`config.mk`:
```
export PLATFORM = sky130hd
export DESIGN_NAME = usb_data_tx
export DESIGN_NICKNAME = d
export VERILOG_FILES = /design/src/rtl/usb_tx_pkg.sv /design/src/rtl/usb_tx_ctrl.sv /design/src/rtl/usb_tx_datapath.sv /design/src/rtl/usb_data_tx.sv
export SDC_FILE = /design/constraint.sdc
export NUM_CORES = 1
export LEC_CHECK = 0
export BUFFER_PORTS_ARGS = -buffer_cell sky130_fd_sc_hd__buf_2
export CAP_MARGIN = 25
export CORE_ASPECT_RATIO = 1.2
export CORE_MARGIN = 10
export CORE_UTILIZATION = 51
export CTS_CLUSTER_DIAMETER = 50
export CTS_CLUSTER_SIZE = 28
export DETAILED_ROUTE_END_ITERATION = 10
export GPL_TIMING_DRIVEN = 0
export PLACE_DENSITY = 0.77
export SLEW_MARGIN = 20
export SYNTH_ARGS = -nofsm -noshare
export SYNTH_HDL_FRONTEND = slang
export SYNTH_SLANG_ARGS = --single-unit
```
`constraint.sdc`:
```
create_clock -name clk -period 1.91 [get_ports clk]
set_input_delay 0.4775 -clock clk [delete_from_list [all_inputs] [get_ports clk]]
set_output_delay 0.4775 -clock clk [all_outputs]
set_load 0.005 [all_outputs]
```
`src/rtl/usb_tx_pkg.sv`:
```
package usb_tx_pkg;

  localparam logic [15:0] CRC_SEED = 16'hFFFF;
  localparam logic [15:0] CRC_POLY = 16'h8005;

  typedef enum logic [1:0] {
    SEL_PID    = 2'd0,
    SEL_DATA   = 2'd1,
    SEL_CRC_HI = 2'd2,
    SEL_CRC_LO = 2'd3
  } byteSel_e;

  typedef struct packed {
    logic     capture;
    logic     crcStep;
    byteSel_e sel;
  } ctlStrobe_t;

  function automatic logic [7:0] bitRev8(input logic [7:0] b);
    logic [7:0] r;
    for (int i = 0; i < 8; i++) r[i] = b[7-i];
    return r;
  endfunction

  // Fold one byte into the CRC, bit 0 of the byte entering first.
  function automatic logic [15:0] crcFold(input logic [15:0] c, input logic [7:0] b);
    logic [15:0] acc;
    logic        fb;
    acc = c;
    for (int i = 0; i < 8; i++) begin
      fb  = acc[15] ^ b[i];
      acc = {acc[14:0], 1'b0};
      if (fb) acc = acc ^ CRC_POLY;
    end
    return acc;
  endfunction

endpackage

```
`src/rtl/usb_tx_ctrl.sv`:
```
module usb_tx_ctrl
  import usb_tx_pkg::*;
#(
  parameter int LEN_W = 7
) (
  input  logic             clk,
  input  logic             rst_n,
  input  logic             start,
  input  logic [LEN_W-1:0] payloadLen,
  input  logic             txReady,
  output logic             txValid,
  output logic             busy,
  output logic             done,
  output logic [LEN_W-1:0] rdAddr,
  output ctlStrobe_t       ctl
);

  typedef enum logic [2:0] {
    ST_IDLE, ST_PID, ST_DATA, ST_CRC_HI, ST_CRC_LO
  } state_e;

  localparam logic [LEN_W-1:0] ONE = LEN_W'(1);

  state_e           state;
  logic [LEN_W-1:0] lenQ;
  logic [LEN_W-1:0] idx;
  logic             take;

  assign txValid = (state != ST_IDLE);
  assign busy    = txValid;
  assign take    = txValid && txReady;
  assign rdAddr  = idx;

  always_comb begin
    ctl.capture = (state == ST_IDLE) && start;
    ctl.crcStep = (state == ST_DATA) && txReady;
    unique case (state)
      ST_DATA:   ctl.sel = SEL_DATA;
      ST_CRC_HI: ctl.sel = SEL_CRC_HI;
      ST_CRC_LO: ctl.sel = SEL_CRC_LO;
      default:   ctl.sel = SEL_PID;
    endcase
  end

  always_ff @(posedge clk) begin
    if (!rst_n) begin
      state <= ST_IDLE;
      lenQ  <= '0;
      idx   <= '0;
      done  <= 1'b0;
    end else begin
      done <= (state == ST_CRC_LO) && txReady;
      unique case (state)
        ST_IDLE: if (start) begin
          state <= ST_PID;
          lenQ  <= payloadLen;
          idx   <= '0;
        end
        ST_PID: if (take) state <= (lenQ == '0) ? ST_CRC_HI : ST_DATA;
        ST_DATA: if (take) begin
          if (idx == lenQ - ONE) state <= ST_CRC_HI;
          else                   idx   <= idx + ONE;
        end
        ST_CRC_HI: if (take) state <= ST_CRC_LO;
        ST_CRC_LO: if (take) state <= ST_IDLE;
        default: state <= ST_IDLE;
      endcase
    end
  end

endmodule

```
`src/rtl/usb_tx_datapath.sv`:
```
module usb_tx_datapath
  import usb_tx_pkg::*;
(
  input  logic       clk,
  input  logic       rst_n,
  input  ctlStrobe_t ctl,
  input  logic [3:0] pid,
  input  logic [7:0] rdData,
  output logic [7:0] txData
);

  logic [3:0]  pidQ;
  logic [15:0] crcQ;

  always_ff @(posedge clk) begin
    if (!rst_n) begin
      pidQ <= '0;
      crcQ <= CRC_SEED;
    end else if (ctl.capture) begin
      pidQ <= pid;
      crcQ <= CRC_SEED;
    end else if (ctl.crcStep) begin
      crcQ <= crcFold(crcQ, rdData);
    end
  end

  always_comb begin
    unique case (ctl.sel)
      SEL_DATA:   txData = rdData;
      SEL_CRC_HI: txData = ~bitRev8(crcQ[15:8]);
      SEL_CRC_LO: txData = ~bitRev8(crcQ[7:0]);
      default:    txData = {~pidQ, pidQ};
    endcase
  end

endmodule

```
`src/rtl/usb_data_tx.sv`:
```
module usb_data_tx
  import usb_tx_pkg::*;
#(
  parameter int LEN_W = 7
) (
  input  logic             clk,
  input  logic             rst_n,
  input  logic             start,
  input  logic [3:0]       pid,
  input  logic [LEN_W-1:0] payloadLen,
  output logic [LEN_W-1:0] rdAddr,
  input  logic [7:0]       rdData,
  output logic [7:0]       txData,
  output logic             txValid,
  input  logic             txReady,
  output logic             busy,
  output logic             done
);

  ctlStrobe_t ctl;

  usb_tx_ctrl #(.LEN_W(LEN_W)) u_ctrl (
    .clk(clk), .rst_n(rst_n), .start(start), .payloadLen(payloadLen),
    .txReady(txReady), .txValid(txValid), .busy(busy), .done(done),
    .rdAddr(rdAddr), .ctl(ctl)
  );

  usb_tx_datapath u_dp (
    .clk(clk), .rst_n(rst_n), .ctl(ctl), .pid(pid),
    .rdData(rdData), .txData(txData)
  );

endmodule

```
# --- Word-level counts from Yosys, hierarchy flattened ---
# Index checks and enable logic that the tools add are counted.
totals:
  regBits: 38
  latchBits: 0
  ramBits: 0
  mem_bits_ro: 0
  input_bits: 23
  output_inout_bits: 18
  n_memories: 0
op_classes:
  addsub: 2
  n_mul: 0
  div: 0
  magnitude_cmp: 0
  n_eq_ne: 15
  shifts: 0
  n_mux: 43
  n_bitwise: 20
  n_reduce_logical: 12
ops:
  columns: ["op", "n"]
  rows:
  - ["2-to-1 mux 16 bit", 29]
  - ["inverter 3 bit", 8]
  - ["case mux 8 bit (3 select lines)", 1]
  - ["2-to-1 mux 7 bit", 3]
  - ["2-to-1 mux 3 bit", 6]
  - ["inverter 8 bit", 2]
  - ["case mux 3 bit (5 select lines)", 1]
  - ["case mux 7 bit (2 select lines)", 1]
  - ["!= test 2 x 1 -> 1 bit, second input constant", 4]
  - ["bitwise XOR 1 bit", 8]
  - ["adder 7 x 1 -> 7 bit, second input constant", 1]
  - ["== test 7 bit", 1]
  - ["zero test 7 bit", 1]
  - ["subtractor 7 x 1 -> 7 bit, second input constant", 1]
  - ["== test 3 x 2 -> 1 bit, second input constant", 2]
  - ["!= test 2 bit, second input constant", 3]
  - ["case mux 2 bit (3 select lines)", 1]
  - ["AND reduction 6 bit", 1]
  - ["== test 2 bit, second input constant", 2]
  - ["logical AND 1 bit", 4]
  - ["inverter 4 bit", 1]
  - ["AND reduction 4 bit", 1]
  - ["== test 3 x 1 -> 1 bit, second input constant", 1]
  - ["== test 3 bit, second input constant", 1]
  - ["8 further kinds", 8]

# --- Longest topological paths before layout ---
# Gate-level depths: netlist of the first run.
depth:
  word_depth: 37
  ltp_mapped: 8
  depth_no_buf: 8

# --- Hierarchy ---
# Synthesis of the first run repeated with hierarchy kept, for this count alone.
hier_totals:
  hier_cells: 263
  hier_area_um2: 2289.7
by_module_without_submodules:
  columns: ["mod", "n_inst", "cells_each", "area_per_inst_um2", "seq_area_each_um2"]
  rows:
  - ["usb_tx_datapath", 1, 130, 1148.6, 400.4]
  - ["usb_tx_ctrl", 1, 133, 1141.1, 360.3]

# --- Worst setup path before layout of the first run ---
# No wires, ideal clock.
synth_path:
  kind: "register to register"
  startpoint: "register u_ctrl.lenQ[0]"
  endpoint: "register u_ctrl.idx[5], in the netlist u_ctrl.rdAddr[5]"
  setup_ns: 0.127
  t_arrival_ns: 1.921
  required_ns: 1.783
  path_slack_ns: -0.138
  path_stages_with_launch: 9
  n_path_buf: 0
  period_less_slack_ns: 2.048
  cell_sequence: "dfxtp_1 -> inv_1 -> ha_1 -> nand2b_1 -> o211a_1 -> o32a_1 -> a311oi_4 -> a211oi_1 -> mux2i_1"
synth_between:
  elab_chain_cells: 4
synth_rtl:
  columns: ["item", "line_no", "text"]
  rows:
  - ["from (decl)", "usb_tx_ctrl.sv:25", "logic [LEN_W-1:0] lenQ;"]
  - ["from (signal assigned)", "usb_tx_ctrl.sv:56", "lenQ <= payloadLen;"]
  - ["subtractor 7 x 1 -> 7 bit", "usb_tx_ctrl.sv:61", "if (idx == lenQ - ONE) state <= ST_CRC_HI;"]
  - ["== test 7 bit", "usb_tx_ctrl.sv:61", null]
  - ["!= test 2 bit (no source line)", null, null]
  - ["AND reduction 4 bit (no source line)", null, null]
  - ["to (signal assigned)", "usb_tx_ctrl.sv:62", "else idx <= idx + ONE;"]
  - ["to (decl)", "usb_tx_ctrl.sv:26", "logic [LEN_W-1:0] idx;"]
# Every way passes these cells.
# A chain may end at the register's enable or synchronous reset.

# --- Final worst setup path of the first run ---
layout_path:
  startpoint: "register u_ctrl.state[0]"
  endpoint: "output txData[7]"
layout_between:
  elab_chain_cells: 4
layout_rtl:
  columns: ["item", "line_no", "text"]
  rows:
  - ["from (decl)", "usb_tx_ctrl.sv:24", "state_e state;"]
  - ["from (signal assigned)", "usb_tx_ctrl.sv:59", "ST_PID: if (take) state <= (lenQ == '0) ? ST_CRC_HI : ST_DATA;"]
  - ["== test 3 bit or == test 3 x 2 -> 1 bit (tied branches)", "usb_tx_ctrl.sv:37", "unique case (state)"]
  - ["case mux 2 bit (3 select lines) (*)", "usb_tx_ctrl.sv:37", null]
  - ["== test 2 bit or == test 2 x 1 -> 1 bit (tied branches)", "usb_tx_datapath.sv:28", "unique case (ctl.sel)"]
  - ["case mux 8 bit (3 select lines) (*)", "usb_tx_datapath.sv:28", null]
  - ["to (decl)", "usb_data_tx.sv:13", "output logic [7:0] txData,"]
# Every way passes the cells marked *; elsewhere a longest branch is shown, timed or not.

==> flow_summary.toml, run 1 <==
[clocking]
h-tree-depth = 2
clkTransAtPathRegs_ps = 90
clockRootBuffer = "clkbuf_8"
cts_buffers = 5
cts.path.max_buffers = 2
clock_sinks = 38
clkLatencyLatePin_ps = 300
cts_tree = "built"

[grt]
antenna_found_initial = 0
use_met3 = 0.0513
grt_max_degree = 14
grt-ovfl-total = 0
track_usage = 0.180
grt_use_met2 = 0.330
top_usage_layer = "met2"
grtUsageMet1 = 0.185
grt_pass1_vias = 2399
grt_pass1_wl_mm = 11.1

[cells_and_area]
syn_to_final_growth_pct = 33.4
final_common_cell = "nand2_1"
register_area_sq_um = 779
drive_above_1_share = 0.338
fin_nets = 383
mostFrequentLayoutCells = "66 x nand2_1, 42 x buf_2, 33 x dfxtp_1"
diodes = 0
final_cells = 416
fillers = 357
multiInputGateArea_sq_um = 1680

[die]
start_util = 0.523
boundaryPins = 41
die_h_microns = 94.6
rows = 27
coreArea_sq_um = 4530
die_x_microns = 82.2
dieArea_sq_um = 7770

[yosys]
synth-edff-count = 0
ys_seq_area_frac = 0.322
yosys.area.top_type = "dfxtp_1"
synthFlopType = "dfxtp_1"
synth.area.top_cells = "dfxtp_1 32%, nand2_1 11%, xnor2_1 5.9%"
async_flop_share = 0
postSynthCellCount = 296
syn_area_per_cell_sq_um = 7.99
yosys_warnings = 0
synth_top_area_frac = 0.322
ys_ff_latch = 38
synth_fp_nets = 322
syn_area_sq_um = 2370
ys_types = 49

[power_and_ir_drop]
p_sw_frac = 0.302
p_sw_uw = 736
ir_drop_uv = 447
power_frac_comb = 0.298
powerDensity_nw_per_um2 = 773
seq_power_share = 0.357
p_int_uw = 1700
p_leak_uw = 0.00144
p_clk_frac = 0.345
total_power_uw = 2440

[drt]
vias = 2378
drtAntennaViolNets = 0
wire_per_inst_microns = 17.2
via_per_inst = 5.72
drc = 0
drtPass1Iterations = 4
routed_wl_mm = 7.16
drt_iter0_drc = 131

[place]
hpwlAfterDp_mm = 4.69
port_buffers = 39
dp_cells = 393
gp_congestion = 0.849

[flow_run]
cap_violations = 0

[sta]
slew_violations = 0
tightestPinTransition_ps = 430
min_period_over_period = 1.07
hold_ws_ps = 409
slew_headroom = 0.711
worst_slack_ps = -128
fin_skew_ps = 8.33
finalCriticalPeriod_ps = 2040
hold_viol_final = 0
fmax_mhz = 491
rsz0062_at_grt = "true"
setup_viol = 16

[worst_setup_path]
worstSetupPathType = "flip-flop to output port"
endpoint_kind = "output port"
worstSetupStartpointType = "flip-flop"
arrival_ps = 1560
worst-endpoint-required_ps = 1430
critPathMaxFanout = 4

[run_status]
status = "complete, but fails checks"
violations = "negative setup slack"

[hold_path]
hold_path.class = "input port to flip-flop"
stage by stage:
stage	setup TNS [ps]	worst slack [ps]	utilization	area, sq um
global placement	-9280	-405	0.591	2680
floorplan	-31.6	-24.5	-	2410
CTS	-303	-79.1	0.677	3060
detailed placement	-9800	-413	0.591	2680
finish	-824	-128	0.697	3160
global route	-1790	-166	0.697	3160
repair_timing:
action / CTS / global route
resized for setup: 46 / 24
gates cloned: 1 / 0
setup endpoints to repair: 34 / 33
hold buffers: 0 / 0
buffers inserted: 13 / 2
pin swaps: 12 / 8
path summary, 6_finish.rpt:
path / startpoint / end / slack (ps) / cells past startpoint
min reg2reg: u_ctrl.rdAddr[6] / u_ctrl.rdAddr[6] / 510 / 2
max: u_ctrl.state[0] / txData[7] / -130 / 5
min: payloadLen[0] / u_ctrl.lenQ[0] / 410 / 3
max reg2reg: u_ctrl.lenQ[0] / u_ctrl.rdAddr[5] / -70 / 9
critical path: stages (launching register included):
cell     delay (ps)
dfxtp_4         380
nor2_4          170
buf_6           130
mux2_4          290
a21oi_2         140
buf_2           140
routing by layer:
layer,share of wire,vias to the layer above
met5,0,-
met4,0.038,0
met3,0.062,28
met2,0.52,98
met1,0.38,1111
li1,-,1141
registers in the layout, indices dropped and copies added (netlist names):
name,count
u_ctrl.rdAddr,7
u_ctrl.lenQ,7
u_dp.pidQ,4
u_dp.crcQ,16
u_ctrl.state,3
u_ctrl.done,1
Yosys cell counts (2+ instances only):
library cell and n:
clkbuf_1 15, mux2_2 4, nor3_1 3, a21boi_0 11, xnor2_1 16, a211oi_1 5
and2_1 3, buf_1 2, nand4_1 4, a21oi_1 12, o21ai_0 7, nand2b_1 7
inv_1 8, a211o_1 4, o211ai_1 14, nand3_1 9, xnor2_2 2, nor2_1 14
xor2_1 8, mux2i_1 9, dfxtp_1 38, buf_2 2, nand2_1 69, ha_1 3
nand4b_1 3
cell type report:
cell class              count  area share
inverters                   8      0.0111
flip-flops and latches     38       0.247
clock inverters             3      0.0218
well taps                  58      0.0230
plain buffers              19      0.0393
clock buffers               5      0.0218
repair buffers             55       0.104
multi-input cells         230       0.532
power by group through the flow:
stage	Combinational (uW)	Sequential, uW	Clock, uW
after floorplan	418	869	0
after global placement	552	880	0
after detailed placement	565	881	0
after CTS	670	866	852
after global routing	788	874	874
final	727	870	841
cells by family after synthesis:
kind of cell             count (synthesis)  synth area share
adder cells (fa/ha/maj)                  3            0.0159
flip-flops                              38             0.322
AO/OA/AOI/OAI                           62             0.187
XOR/XNOR                                29             0.129
buffers and inverters                   28            0.0471
AND/OR/NAND/NOR                        123             0.242
multiplexers                            13            0.0571
Power figures use the tool's default switching activity.
==> run 2: changes to the inputs <==
--- a/config.mk
+++ b/config.mk
@@ -15,6 +15,7 @@
 export DETAILED_ROUTE_END_ITERATION = 10
 export GPL_TIMING_DRIVEN = 0
 export PLACE_DENSITY = 0.77
+export SETUP_SLACK_MARGIN = 0.4
 export SLEW_MARGIN = 20
 export SYNTH_ARGS = -nofsm -noshare
 export SYNTH_HDL_FRONTEND = slang
==> flow_summary.toml, run 2 (same netlist as run 1, synthesis figures left out) <==
[run_status]
status = "complete, but fails checks"
violations = "negative setup slack"

[sta]
tightestPinTransition_ps = 450
fmax_mhz = 498
finalCriticalPeriod_ps = 2010
fin_skew_ps = 16.3
rsz0062_at_grt = "true"
slew_headroom = 0.700
worst_slack_ps = -97.1
slew_violations = 0
min_period_over_period = 1.05
setup_viol = 15
hold_viol_final = 0

[cells_and_area]
mostFrequentLayoutCells = "67 x nand2_1, 38 x buf_2, 29 x dfxtp_1"
fillers = 328
syn_to_final_growth_pct = 43.9
diodes = 0
largest_register_ffs = 16
top_register = "u_dp.crcQ"
fin_nets = 392
register_area_sq_um = 785
drive_above_1_share = 0.387
multiInputGateArea_sq_um = 1790
final_common_cell = "nand2_1"

[power_and_ir_drop]
p_int_uw = 1640
power_frac_comb = 0.345
p_sw_uw = 741
p_leak_uw = 0.00154
seq_power_share = 0.365
p_clk_frac = 0.291
total_power_uw = 2380
ir_drop_uv = 391
powerDensity_nw_per_um2 = 700
p_sw_frac = 0.311

[drt]
vias = 2351
routed_wl_mm = 7.12
wire_per_inst_microns = 16.7
drt_iter0_drc = 184
via_per_inst = 5.53
drtAntennaViolNets = 0
drc = 0
drtPass1Iterations = 4

[worst_setup_path]
cp_common_cell = "nand2_1"
reg2reg_setup_slack_ps = -50
critical_path.top_delay_family = "buffers and inverters"
crit_cells = 7
worstSetupPathType = "flip-flop to output port"
worstSetupStartpointType = "flip-flop"
crit_path_end = "txData[0]"
critPathMaxFanout = 4
r2r_start = "u_ctrl.lenQ[0]"
endpoint_kind = "output port"
slowest_delay_ps = 320
worst-endpoint-required_ps = 1430
crit_chain = "buf_8 > buf_4 > nand2_1 > o21ai_1 > a211o_1 > nand2_1 > buf_2"
r2r_end = "u_ctrl.rdAddr[1]"
reg2reg_depth = 9
crit_slowest_cell = "dfxtp_2"
crit_buf_inv = 3
crit_start = "u_ctrl.state[0]"
arrival_ps = 1530

[clocking]
clock_sinks = 38
cts_buffers = 5
clkTransAtPathRegs_ps = 70
cts_tree = "built"
h-tree-depth = 2
clkLatencyLatePin_ps = 310
clockRootBuffer = "clkbuf_8"
cts.path.max_buffers = 2

[grt]
antenna_found_initial = 0
grt_pass1_vias = 2233
grt_max_degree = 12
grt-ovfl-total = 0
grt_pass1_wl_mm = 10.6
track_usage = 0.173

[hold_path]
hold_path.class = "input port to flip-flop"

[die]
boundaryPins = 41
coreArea_sq_um = 4530
rows = 27
start_util = 0.523
dieArea_sq_um = 7770
die_h_microns = 94.6
die_x_microns = 82.2

[flow_run]
cap_violations = 0

[place]
dp_slack_ps = -270
port_buffers = 39
gp_congestion = 0.874
hpwlAfterDp_mm = 4.66
-- run 2: final cells by class --
type,instances,share of cell area
inverters,8,0.0103
well taps,58,0.0213
plain buffers,20,0.0602
multi-input cells,230,0.524
clock inverters,1,0.00882
clock buffers,7,0.0224
flip-flops and latches,38,0.230
repair buffers,63,0.122
-- run 2: how the worst min path moves through the flow --
stage               slack [ps]          start             end  depth (start not counted)
detailed placement         480   u_dp.crcQ[5]   u_dp.crcQ[13]                          2
global placement           470   u_dp.crcQ[5]   u_dp.crcQ[13]                          2
global route               430  payloadLen[1]  u_ctrl.lenQ[1]                          3
finish                     420  payloadLen[2]  u_ctrl.lenQ[2]                          3
floorplan                  460   u_dp.crcQ[4]   u_dp.crcQ[12]                          2
CTS                        430  payloadLen[1]  u_ctrl.lenQ[1]                          3
-- run 2: per-layer routing --
| metal | GRT usage | share of wire |
|---|---|---|
| met1 | 0.196 | 0.38 |
| met2 | 0.311 | 0.54 |
| met3 | 0.0371 | 0.052 |
| met4 | 0.0511 | 0.023 |
| met5 | 0 | 0 |
-- run 2: worst min-delay path: stages --
cell	delay (ps)
buf_2	90
nand2_1	50
a21boi_1	50
-- run 2: through the flow --
step	hold WS [ps]	cell area (sq um)	TNS [ps]	utilization	cells
floorplan	463	2560	-39.2	-	296
global placement	475	2830	-1470	0.625	393
detailed placement	478	2830	-1710	0.625	393
CTS	426	3250	-692	0.717	417
global route	425	3410	-1700	0.752	425
finish	417	3410	-701	0.752	425
-- run 2: power groups by stage --
stage / Clock, uW / Sequential [uW] / Combinational [uW]
floorplan: 0 / 874 / 478
global placement: 0 / 884 / 619
detailed placement: 0 / 885 / 630
CTS: 681 / 867 / 743
global route: 712 / 874 / 888
finish: 693 / 869 / 822
-- run 2: timing repair --
action	in CTS	in global routing
hold buffers	0	0
cloned	0	1
setup endpoints to repair	44	44
resized for setup	50	30
setup buffers	16	7
pin swaps	15	10
==> run 3: changes to the inputs <==
--- a/config.mk
+++ b/config.mk
@@ -14,7 +14,7 @@
 export CTS_CLUSTER_SIZE = 28
 export DETAILED_ROUTE_END_ITERATION = 10
 export GPL_TIMING_DRIVEN = 0
-export PLACE_DENSITY = 0.77
+export PLACE_DENSITY = 0.82
 export SETUP_SLACK_MARGIN = 0.4
 export SLEW_MARGIN = 20
 export SYNTH_ARGS = -nofsm -noshare
==> flow_summary.toml, run 3 (same netlist as run 1, synthesis figures left out) <==
[worst_setup_path]
crit_chain = "buf_8 > nor2_4 > buf_8 > mux2_4 > a21oi_2 > buf_2"
worstSetupPathType = "flip-flop to output port"
worst-endpoint-required_ps = 1430
arrival_ps = 1570
reg2reg_setup_slack_ps = -40
crit_buf_inv = 3
critPathMaxFanout = 4
endpoint_kind = "output port"
slowest_delay_ps = 320
cp_common_cell = "buf_8"
crit_slowest_cell = "dfxtp_2"
critical_path.top_delay_family = "buffers and inverters"
worstSetupStartpointType = "flip-flop"

[die]
rows = 27
die_h_microns = 94.6
die_x_microns = 82.2
coreArea_sq_um = 4530
start_util = 0.523
dieArea_sq_um = 7770
boundaryPins = 41

[cells_and_area]
largest_register_ffs = 16
final_common_cell = "nand2_1"
syn_to_final_growth_pct = 39.6
fillers = 340
finish.utilization = 0.730
mostFrequentLayoutCells = "68 x nand2_1, 39 x buf_2, 29 x dfxtp_1"
top_register = "u_dp.crcQ"
final_cells = 421
fin_nets = 389
diodes = 0
drive_above_1_share = 0.386

[sta]
setup_viol = 16
worst_slack_ps = -134
rsz0062_at_grt = "true"
fmax_mhz = 489
finalCriticalPeriod_ps = 2040
hold_ws_ps = 419
fin_skew_ps = 5.85
tightestPinTransition_ps = 453
slew_headroom = 0.696
slew_violations = 0
min_period_over_period = 1.07
hold_viol_final = 0

[power_and_ir_drop]
p_clk_frac = 0.252
p_leak_uw = 0.00150
p_sw_frac = 0.322
p_int_uw = 1530
p_sw_uw = 727
seq_power_share = 0.385
total_power_uw = 2260
powerDensity_nw_per_um2 = 683
ir_drop_uv = 543
power_frac_comb = 0.363

[clocking]
cts.path.max_buffers = 2
cts_buffers = 5
clkTransAtPathRegs_ps = 70
clockRootBuffer = "clkbuf_8"
cts_tree = "built"
clock_sinks = 38
h-tree-depth = 2
clkLatencyLatePin_ps = 300

[drt]
routed_wl_mm = 7.09
drc = 0
drtPass1Iterations = 4
drt_iter0_drc = 134
wire_per_inst_microns = 16.8
vias = 2370
via_per_inst = 5.63
drtAntennaViolNets = 0

[place]
hpwlAfterDp_mm = 4.86
port_buffers = 39
dp_cells = 393
gp_congestion = 0.854

[run_status]
status = "complete, but fails checks"
violations = "negative setup slack"

[grt]
antenna_found_initial = 0
grt_max_degree = 12
grt_pass1_vias = 2409
use_met3 = 0.0371
grtUsageMet1 = 0.205
grt-ovfl-total = 0
track_usage = 0.185
top_usage_layer = "met2"
grt_use_met2 = 0.327
grt_pass1_wl_mm = 11.3

[flow_run]
cap_violations = 0

[hold_path]
hold_path.class = "input port to flip-flop"
## run 3: layer usage
layer	wire length, microns	share of wire
met5	0	0
met4	281	0.040
met2	3780	0.53
met1	2550	0.36
met3	475	0.067
## run 3: worst reg2reg max path, delay by kind of cell, from the launching register on
| kind | cells | cell delay (ps) |
|---|---|---|
| buf+inv | 2 | 220 |
| flops | 1 | 370 |
| fa+ha+maj | 1 | 170 |
| compound gates | 4 | 810 |
| simple gates | 1 | 150 |
| mux | 1 | 120 |
## run 3: repair_timing
item	4_1_cts	5_1_grt
endpoints found under the setup margin	44	44
setup buffers	15	6
endpoints found under the hold margin	0	0
resized for setup	41	29
pin swaps	13	9
hold buffers	0	0
## run 3: power by group through the flow
| stage | logic [uW] | clock network [uW] | registers [uW] |
|---|---|---|---|
| after detailed placement | 641 | 0 | 885 |
| after floorplan | 478 | 0 | 874 |
| after global placement | 619 | 0 | 883 |
| final | 820 | 568 | 869 |
| after global routing | 889 | 607 | 873 |
| after CTS | 749 | 581 | 866 |
## run 3: per-stage QoR
stage               setup slack (ps)  TNS, ps  cell area (sq um)
detailed placement              -273    -1770               2830
CTS                             -163    -1120               3180
finish                          -134    -1030               3300
global placement                -250    -1390               2830
floorplan                      -24.5    -39.2               2560
global route                    -209    -2240               3300
## run 3: final cells by class
type	instances	area, sq um	share of cell area
tap	58	72.6	0.0220
clock buffer	7	86.3	0.0261
timing repair buffer	60	364	0.110
inverter	8	35.0	0.0106
multi-input combinational	230	1790	0.541
sequential	38	782	0.237
buffer	20	176	0.0534
## run 3: worst paths after layout
check / depth (start not counted) / end / from
worst max-delay path: 6 / txData[6] / u_ctrl.state[0]
worst min-delay path: 3 / u_ctrl.lenQ[2] / payloadLen[2]
worst max register to register: 9 / u_ctrl.rdAddr[5] / u_ctrl.lenQ[0]
worst min register to register: 2 / u_dp.pidQ[1] / u_dp.pidQ[1]
